--- config.mk ---
export PLATFORM = sky130hd
export DESIGN_NAME = lvl_irq_router
export DESIGN_NICKNAME = d
export VERILOG_FILES = /design/src/rtl/irq_route_pkg.sv /design/src/rtl/irq_reg_bank.sv /design/src/rtl/irq_line_steer.sv /design/src/rtl/lvl_irq_router.sv
export SDC_FILE = /design/constraint.sdc
export NUM_CORES = 1
export LEC_CHECK = 0
export BUFFER_PORTS_ARGS = -buffer_cell sky130_fd_sc_hd__buf_2
export CORE_MARGIN = 2
export CORE_UTILIZATION = 50
export CTS_CLUSTER_SIZE = 10
export DETAILED_ROUTE_END_ITERATION = 12
export PLACE_DENSITY = 0.69
export SYNTH_ARGS = -nofsm -noshare
export SYNTH_HDL_FRONTEND = slang
export SYNTH_HIERARCHICAL = 1
export SYNTH_SLANG_ARGS = --single-unit
export TNS_END_PERCENT = 30
--- constraint.sdc ---
create_clock -name clk -period 3.28 [get_ports clk]
set_input_delay 0.164 -clock clk [delete_from_list [all_inputs] [get_ports clk]]
set_output_delay 0.164 -clock clk [all_outputs]
set_load 0.01 [all_outputs]
--- src/rtl/irq_route_pkg.sv ---
package irq_route_pkg;
  localparam int unsigned DATA_W     = 32;
  localparam int unsigned OFS_MASK   = 'h00;
  localparam int unsigned OFS_STAT   = 'h04;
  localparam int unsigned OFS_ROUTE0 = 'h08;
  localparam int unsigned WORD_BYTES = DATA_W / 8;

  typedef enum logic [1:0] {
    SEL_MASK  = 2'd0,
    SEL_STAT  = 2'd1,
    SEL_ROUTE = 2'd2,
    SEL_NONE  = 2'd3
  } reg_sel_e;
endpackage

--- src/rtl/irq_reg_bank.sv ---
module irq_reg_bank
  import irq_route_pkg::*;
#(
  parameter int unsigned NUM_SRC        = 32,
  parameter int unsigned ADDR_W         = 8,
  parameter int unsigned NUM_ROUTE_REGS = 4
) (
  input  logic                             clk,
  input  logic                             rst,
  input  logic [ADDR_W-1:0]                bus_addr,
  input  logic                             bus_wr,
  input  logic [DATA_W-1:0]                bus_wdata,
  input  logic [NUM_SRC-1:0]               irq_in,
  output logic [DATA_W-1:0]                bus_rdata,
  output logic [NUM_SRC-1:0]               mask_q,
  output logic [NUM_ROUTE_REGS*DATA_W-1:0] route_flat
);
  localparam int unsigned RIDX_W = (NUM_ROUTE_REGS > 1) ? $clog2(NUM_ROUTE_REGS) : 1;

  reg_sel_e                  sel;
  logic [RIDX_W-1:0]         ridx;
  logic [NUM_ROUTE_REGS-1:0] route_hit;
  logic [DATA_W-1:0]         rd_next;

  // Address decode
  generate
    for (genvar r = 0; r < NUM_ROUTE_REGS; r++) begin : g_hit
      assign route_hit[r] = (bus_addr == ADDR_W'(OFS_ROUTE0 + r * WORD_BYTES));
    end
  endgenerate

  always_comb begin
    sel  = SEL_NONE;
    ridx = '0;
    if (bus_addr == ADDR_W'(OFS_MASK)) begin
      sel = SEL_MASK;
    end else if (bus_addr == ADDR_W'(OFS_STAT)) begin
      sel = SEL_STAT;
    end else begin
      for (int r = 0; r < NUM_ROUTE_REGS; r++) begin
        if (route_hit[r]) begin
          sel  = SEL_ROUTE;
          ridx = RIDX_W'(r);
        end
      end
    end
  end

  // Mask register
  always_ff @(posedge clk) begin
    if (rst) begin
      mask_q <= '0;
    end else if (bus_wr && sel == SEL_MASK) begin
      mask_q <= bus_wdata[NUM_SRC-1:0];
    end
  end

  // Routing registers, one per group of sources
  generate
    for (genvar r = 0; r < NUM_ROUTE_REGS; r++) begin : g_route
      logic [DATA_W-1:0] word_q;
      always_ff @(posedge clk) begin
        if (rst) begin
          word_q <= '0;
        end else if (bus_wr && route_hit[r]) begin
          word_q <= bus_wdata;
        end
      end
      assign route_flat[r*DATA_W +: DATA_W] = word_q;
    end
  endgenerate

  // Readback multiplexer, registered
  always_comb begin
    rd_next = '0;
    unique case (sel)
      SEL_MASK:  rd_next = DATA_W'(mask_q);
      SEL_STAT:  rd_next = DATA_W'(irq_in);
      SEL_ROUTE: rd_next = route_flat[ridx*DATA_W +: DATA_W];
      default:   rd_next = '0;
    endcase
  end

  always_ff @(posedge clk) begin
    if (rst) begin
      bus_rdata <= '0;
    end else begin
      bus_rdata <= rd_next;
    end
  end


  mask_write_lands_chk: assert property (@(posedge clk) disable iff (rst)
    (bus_wr && bus_addr == ADDR_W'(OFS_MASK)) |=> (mask_q == $past(bus_wdata[NUM_SRC-1:0])));


  status_echo_chk: assert property (@(posedge clk) disable iff (rst)
    (!$past(rst) && $past(bus_addr) == ADDR_W'(OFS_STAT)) |-> (bus_rdata == DATA_W'($past(irq_in))));


  status_write_inert_chk: assert property (@(posedge clk) disable iff (rst)
    (bus_wr && bus_addr == ADDR_W'(OFS_STAT)) |=> (mask_q == $past(mask_q) && route_flat == $past(route_flat)));


  unmapped_zero_chk: assert property (@(posedge clk) disable iff (rst)
    (!$past(rst) && $past(bus_addr) != ADDR_W'(OFS_MASK) && $past(bus_addr) != ADDR_W'(OFS_STAT)
     && $past(route_hit) == '0) |-> (bus_rdata == '0));
endmodule

--- src/rtl/irq_line_steer.sv ---
module irq_line_steer
  import irq_route_pkg::*;
#(
  parameter int unsigned NUM_SRC        = 32,
  parameter int unsigned NUM_LINES      = 8,
  parameter int unsigned FIELD_W        = 4,
  parameter int unsigned NUM_ROUTE_REGS = 4
) (
  input  logic                             clk,
  input  logic                             rst,
  input  logic [NUM_SRC-1:0]               mask_q,
  input  logic [NUM_SRC-1:0]               irq_in,
  input  logic [NUM_ROUTE_REGS*DATA_W-1:0] route_flat,
  output logic [NUM_LINES-1:0]             cpu_irq
);
  localparam int unsigned SRC_PER_REG = DATA_W / FIELD_W;

  logic [NUM_SRC-1:0]                live;
  logic [NUM_LINES-1:0][NUM_SRC-1:0] line_src;
  logic [NUM_LINES-1:0]              lines_next;

  assign live = mask_q & irq_in;

  // Per-source field extraction: lowest sources live in the last word
  generate
    for (genvar s = 0; s < NUM_SRC; s++) begin : g_src
      localparam int unsigned REG_IDX = NUM_ROUTE_REGS - 1 - (s / SRC_PER_REG);
      localparam int unsigned BIT_POS = REG_IDX * DATA_W + FIELD_W * (s % SRC_PER_REG);
      logic [FIELD_W-1:0] fld;
      assign fld = route_flat[BIT_POS +: FIELD_W];
      for (genvar k = 0; k < NUM_LINES; k++) begin : g_ln
        assign line_src[k][s] = live[s] && (fld == FIELD_W'(k));
      end
    end
    for (genvar k = 0; k < NUM_LINES; k++) begin : g_or
      assign lines_next[k] = |line_src[k];
    end
  endgenerate

  always_ff @(posedge clk) begin
    if (rst) begin
      cpu_irq <= '0;
    end else begin
      cpu_irq <= lines_next;
    end
  end


  reset_quiet_chk: assert property (@(posedge clk)
    rst |=> (cpu_irq == '0));


  mask_off_quiet_chk: assert property (@(posedge clk) disable iff (rst)
    ($past(mask_q) == '0) |-> (cpu_irq == '0));


  line_needs_source_chk: assert property (@(posedge clk) disable iff (rst)
    (cpu_irq != '0) |-> ($past(live) != '0));


  lines_bounded_chk: assert property (@(posedge clk) disable iff (rst)
    !$past(rst) |-> ($countones(cpu_irq) <= $countones($past(live))));
endmodule

--- src/rtl/lvl_irq_router.sv ---
module lvl_irq_router
  import irq_route_pkg::*;
#(
  parameter int unsigned NUM_SRC   = 32,
  parameter int unsigned NUM_LINES = 8,
  parameter int unsigned FIELD_W   = 4,
  parameter int unsigned ADDR_W    = 8
) (
  input  logic                 clk,
  input  logic                 rst,
  input  logic [ADDR_W-1:0]    bus_addr,
  input  logic                 bus_wr,
  input  logic [DATA_W-1:0]    bus_wdata,
  output logic [DATA_W-1:0]    bus_rdata,
  input  logic [NUM_SRC-1:0]   irq_in,
  output logic [NUM_LINES-1:0] cpu_irq
);
  localparam int unsigned SRC_PER_REG    = DATA_W / FIELD_W;
  localparam int unsigned NUM_ROUTE_REGS = (NUM_SRC + SRC_PER_REG - 1) / SRC_PER_REG;

  logic [NUM_SRC-1:0]               mask_q;
  logic [NUM_ROUTE_REGS*DATA_W-1:0] route_flat;

  irq_reg_bank #(
    .NUM_SRC        (NUM_SRC),
    .ADDR_W         (ADDR_W),
    .NUM_ROUTE_REGS (NUM_ROUTE_REGS)
  ) u_regs (
    .clk        (clk),
    .rst        (rst),
    .bus_addr   (bus_addr),
    .bus_wr     (bus_wr),
    .bus_wdata  (bus_wdata),
    .irq_in     (irq_in),
    .bus_rdata  (bus_rdata),
    .mask_q     (mask_q),
    .route_flat (route_flat)
  );

  irq_line_steer #(
    .NUM_SRC        (NUM_SRC),
    .NUM_LINES      (NUM_LINES),
    .FIELD_W        (FIELD_W),
    .NUM_ROUTE_REGS (NUM_ROUTE_REGS)
  ) u_steer (
    .clk        (clk),
    .rst        (rst),
    .mask_q     (mask_q),
    .irq_in     (irq_in),
    .route_flat (route_flat),
    .cpu_irq    (cpu_irq)
  );
endmodule

# --- Word-level counts from Yosys, hierarchy flattened ---
# Cells that the tools add are included.
word_totals:
  reg_bits: 200
  inputBits: 75
  output_inout_bits: 40
classes:
  eq_ne: 231
  shifts: 1
  mux: 12
  bitwise: 1
  n_reduce_logical: 303
ops:
  columns: ["op", "count"]
  rows:
  - ["equality test 4 x 3 -> 1 bit, second input constant", 128]
  - ["logical AND 1 bit", 261]
  - ["equality test 4 x 2 -> 1 bit, second input constant", 64]
  - ["OR reduction 32 bit", 8]
  - ["equality test 4 x 1 -> 1 bit, second input constant", 32]
  - ["zero test 4 bit", 32]
  - ["variable part select 128 x 8 -> 32 bit", 1]
  - ["case mux 32 bit (3 select lines)", 1]
  - ["bitwise AND 32 bit", 1]
  - ["equality test 8 x 4 -> 1 bit, second input constant", 2]
  - ["equality test 8 x 5 -> 1 bit, second input constant", 2]
  - ["two-way mux 2 bit", 6]
  - ["equality test 8 x 3 -> 1 bit, second input constant", 1]
  - ["zero test 8 bit", 1]
  - ["two-way mux 1 bit", 5]
  - ["equality test 2 x 1 -> 1 bit, second input constant", 1]
  - ["equality test 2 bit, second input constant", 1]
  - ["zero test 2 bit", 1]

# --- Logic depth before layout (Yosys ltp) ---
depth:
  depth_word: 9
  depth_mapped: 7
  ltp_nobuf: 5

# --- Hierarchy ---
# The synthesis kept the hierarchy.
modules_own_cells:
  columns: ["module", "instances", "cells_each", "area_per_inst_um2"]
  rows:
  - ["irq_reg_bank", 1, 963, 7997.7]
  - ["irq_line_steer", 1, 455, 3103.0]

# --- Worst setup path after synthesis ---
# OpenSTA, ideal clock, no wires.
synth_path:
  path_type: "reg-to-reg"
  startpoint: "reg u_regs.g_route[3].word_q[15]"
  endpoint: "reg u_steer.cpu_irq[6]"
  setup_time_ns: 0.147
  t_arrival_ns: 1.402
  slack_ns: 1.731
  path_stages_with_launch: 6
  path_buffers: 0
  synth_period_minus_slack_ns: 1.549
  path_cell_list: "dfxtp_1 nand4b_1 o32ai_1 or4_1 nor4_1 a41oi_1"
synth_between:
  elab_chain_cells: 3
synth_rtl:
  columns: ["element", "line", "text"]
  rows:
  - ["start: declaration", "irq_reg_bank.sv:61", "logic [DATA_W-1:0] word_q;"]
  - ["start signal: assignment", "irq_reg_bank.sv:66", "word_q <= bus_wdata;"]
  - ["equality test 4 x 3 -> 1 bit", "irq_line_steer.sv:32", "assign line_src[k][s] = live[s] && (fld == FIELD_W'(k));"]
  - ["logical AND 1 bit", "irq_line_steer.sv:32", null]
  - ["OR reduction 32 bit", "irq_line_steer.sv:36", "assign lines_next[k] = |line_src[k];"]
  - ["end signal: assignment", "irq_line_steer.sv:44", "cpu_irq <= lines_next;"]
  - ["end: declaration", "irq_line_steer.sv:14", "output logic [NUM_LINES-1:0] cpu_irq"]
# No other way between the ends.
# A chain may end at the register's enable or synchronous reset.

# --- Worst setup path after layout ---
layout_path:
  startpoint: "reg u_regs.mask_q[6]"
  endpoint: "reg u_steer.cpu_irq[2]"
layout_between:
  elab_chain_cells: 3
layout_rtl:
  columns: ["element", "line", "text"]
  rows:
  - ["start: declaration", "irq_reg_bank.sv:15", "output logic [NUM_SRC-1:0] mask_q,"]
  - ["start signal: assignment", "irq_reg_bank.sv:54", "mask_q <= bus_wdata[NUM_SRC-1:0];"]
  - ["bitwise AND 32 bit", "irq_line_steer.sv:22", "assign live = mask_q & irq_in;"]
  - ["logical AND 1 bit", "irq_line_steer.sv:32", null]
  - ["OR reduction 32 bit", "irq_line_steer.sv:36", null]
# No other way between the ends.

==> out/results.ini <==
[power_and_ir_drop]
switching_share_pct=27.95
p_clk_share_pct=45.4
ir_drop_mv=0.2469
total_power_mw=4.964
combinationalPowerShare_pct=5.6
p_seq_share_pct=49.0
p_switching_mw=1.388
p_int_mw=3.576
p_leak_nw=4.221
pwr_density_cell_nw_per_um2=391.9

[setup_path]
crit_chain=and4bb_2 -> and3b_1 -> a2111oi_0 -> buf_4 -> and4_1 -> a41oi_1
cp_top_family=simple AND/OR/NAND/NOR gates
crit_fanout=4
cp.arrival_ns=2.63
crit_type=reg -> reg
startpoint=u_regs/mask_q[6]
worst_setup_path_start_kind=flop
crit_required_ns=3.56
r2r_start=u_regs/mask_q[6]
critPathBufInv=1
slowest_stage=a2111oi_0
critPathMaxStageDelay_ns=0.66
critPathCaptureType=flop

[sta]
fin_skew_ns=0.02069
rsz0062_at_grt=false
period_share_pct=71.89
drv_slew=0
worst_pin_slew_ns=1.193
setup_viol=0
relSlewSlack_pct=20.46
tns_ns=0
fmax_ghz=0.4241
hold_viol=0
min_period_ns=2.358
hold_ws_ns=0.009548

[floorplanning]
core_um2=21820
rows=54
die_area_um2=23410
io_pins=115
die_h_um=153
die_x_um=153
initial_core_util_pct=50.87

[synth]
syn_area_um2=11100
synth_top_area_cell=dfxtp_1
yosys_most_used_dff=dfxtp_1
synth_fp_nets=1493
ys_ff_latch=200
synth_top_area_share_pct=36.07
syn_inst=1418
ys_types=69
synth_area_leaders=dfxtp_1, nand2_1, a21oi_1
synth_warnings=6
synth_edf_count=0
ys_seq_area_share_pct=36.07
synthArstFlopShare_pct=0
synth.avg_cell_area_um2=7.828

[cells_and_area]
drive_gt1_share_pct=15.89
area_delta_synth_final_pct=14.11
antennaDiodeCount=0
nets=1598
fill_cells=2095

[drt]
viasPerCell=6.806
remaining_drc_errors=0
drt_iter0_markers=1843
wire_per_inst_um=28.60
num_vias=12360
drtAntennaViolNets=0
drtPass1Iterations=6
wl_um=51940

[cts]
numCtsBuffers=17
clock_latency_ns=0.46
tritoncts=yes
clock-root-buffer=clkbuf_16
clk_pin_slew_ns=0.10
clock_sinks=200
h-tree-depth=4
clock_path_buffers=2
cts-resized-gates=0

[placed_design]
portBuffers=114
routabilityCongestion=1.085
hpwl_um=38370

[job]
max_cap_viol_count=0

[global_route]
busiest_layer=met2
grt_use_met2_pct=66.56
grt.overflow.total=0
use_met3_pct=7.825
grt_pass1_wl_um=75210
grt_max_degree=91
grt_use_met1_pct=59.50
grt_pass1_vias=11140
antenna_found_initial=0
grt_util_all_layers_pct=43.13

[run_status]
status=finished, final reports clean

[min_path]
hold_start=bus_wdata[5]
hp-class=in -> reg

-- worst min-delay path, delay by kind of cell --
family | cells | cell delay [ns]
and+or+nand+nor | 1 | 0.06
AOI/OAI and AO/OA | 1 | 0.06
buffers and inverters | 1 | 0.14
-- path summary, 6_finish.rpt --
path | slack (ns) | endpoint | cells after the start
worst max-delay path | 0.92 | u_steer/cpu_irq[2] | 6
worst min-delay path | 0.01 | u_regs/mask_q[5] | 3
worst max register to register | 0.92 | u_steer/cpu_irq[2] | 6
worst min register to register | 0.48 | u_regs/g_route[2].word_q[11] | 2
-- final cells by class --
class / instances / area, um2 / area share, %
Clock inverter: 15 / 192.7 / 1.521
Multi-Input combinational cell: 1120 / 6558 / 51.77
Sequential cell: 200 / 4004 / 31.61
Clock buffer: 17 / 425.4 / 3.358
Tap cell: 280 / 350.3 / 2.766
Inverter: 12 / 45.04 / 0.3556
Timing Repair Buffer: 172 / 1092 / 8.623
-- flip-flops by register name, indices dropped and copies added, names as in the netlist --
name / count
u_regs/bus_rdata: 32
u_regs/g_route.word_q: 128
u_regs/mask_q: 32
u_steer/cpu_irq: 8
-- power groups by stage --
stage	Sequential [mW]	Combinational (mW)	Clock (mW)
2_1_floorplan	2.49	0.118	0
3_3_place_gp	2.49	0.247	0
3_5_place_dp	2.49	0.250	0
4_1_cts	2.43	0.270	2.25
5_1_grt	2.43	0.290	2.33
6_report	2.43	0.279	2.25
-- cells in the final DEF, fill, tap and decap left out, types with 6 or more instances in the layout --
cell type and instances:
dfxtp_1 200, dlygate4sd3_1 21, buf_2 112, nand2_1 355, a2111oi_0 7, nor2b_1 12
a2bb2oi_1 17, nor4bb_1 6, nor4_1 22, o21ai_0 12, nand4b_1 18, a41oi_1 6
nor3_1 34, o32ai_1 6, a21oi_2 30, clkbuf_16 17, a22oi_1 11, and4b_1 6
nand3_1 52, inv_1 12, mux2i_1 59, a21oi_1 159, o22ai_1 18, o21ai_1 8
nor3b_1 21, nand3b_1 29, nand2b_1 16, and3_1 13, and3b_1 11, nor2_1 71
buf_4 36, o221ai_1 11, o2111ai_1 7, and4bb_2 12
-- cells by family (layout without fill, tap and decap cells) --
kind of cell,after synthesis,after routing,share of synthesized area (%)
buffers and inverters,98,216,4.858
AOI/OAI and AO/OA,338,338,20.05
and+or+nand+nor,718,718,33.19
muxes,64,64,5.827
DFF,200,200,36.07
-- cell usage after synthesis, types with 7 or more instances --
library cell  count
nor2b_1          12
o221ai_1         11
a2bb2oi_1        17
nor2_1           71
and3_1           13
nand4b_1         18
nand2_1         355
o2111ai_1         7
a2111oi_0         7
clkbuf_1         46
nand2b_1         16
o21ai_0          12
nor4_1           22
mux2i_1          59
a21oi_2          30
a21oi_1         159
buf_6            15
buf_2            11
buf_4            12
a22oi_1          11
and3b_1          11
dfxtp_1         200
nor3b_1          21
o21ai_1           8
and4bb_2         12
nand3_1          52
nand3b_1         29
inv_1            12
o22ai_1          18
nor3_1           34
-- routing by layer --
| metal | vias up | wire length [um] |
|---|---|---|
| li1 | 5364 | - |
| met1 | 5882 | 20750 |
| met2 | 938 | 22840 |
| met3 | 175 | 5751 |
| met4 | 0 | 2602 |
| met5 | - | 0 |
-- what timing repair did --
| item | CTS | global route |
|---|---|---|
| endpoints found under the hold margin | 55 | 0 |
| buffers inserted | 0 | 0 |
| hold buffers | 21 | 0 |
-- stage by stage --
step,utilization [%],area (um2),instances,worst slack (ns)
2_1_floorplan,-,11100,1418,1.731
3_3_place_gp,54.25,11840,1763,0.9100
3_5_place_dp,54.25,11840,1763,0.8285
4_1_cts,58.04,12670,1816,1.093
5_1_grt,58.04,12670,1816,1.011
6_report,58.04,12670,1816,0.9219
(Power assumes the default switching activity.)
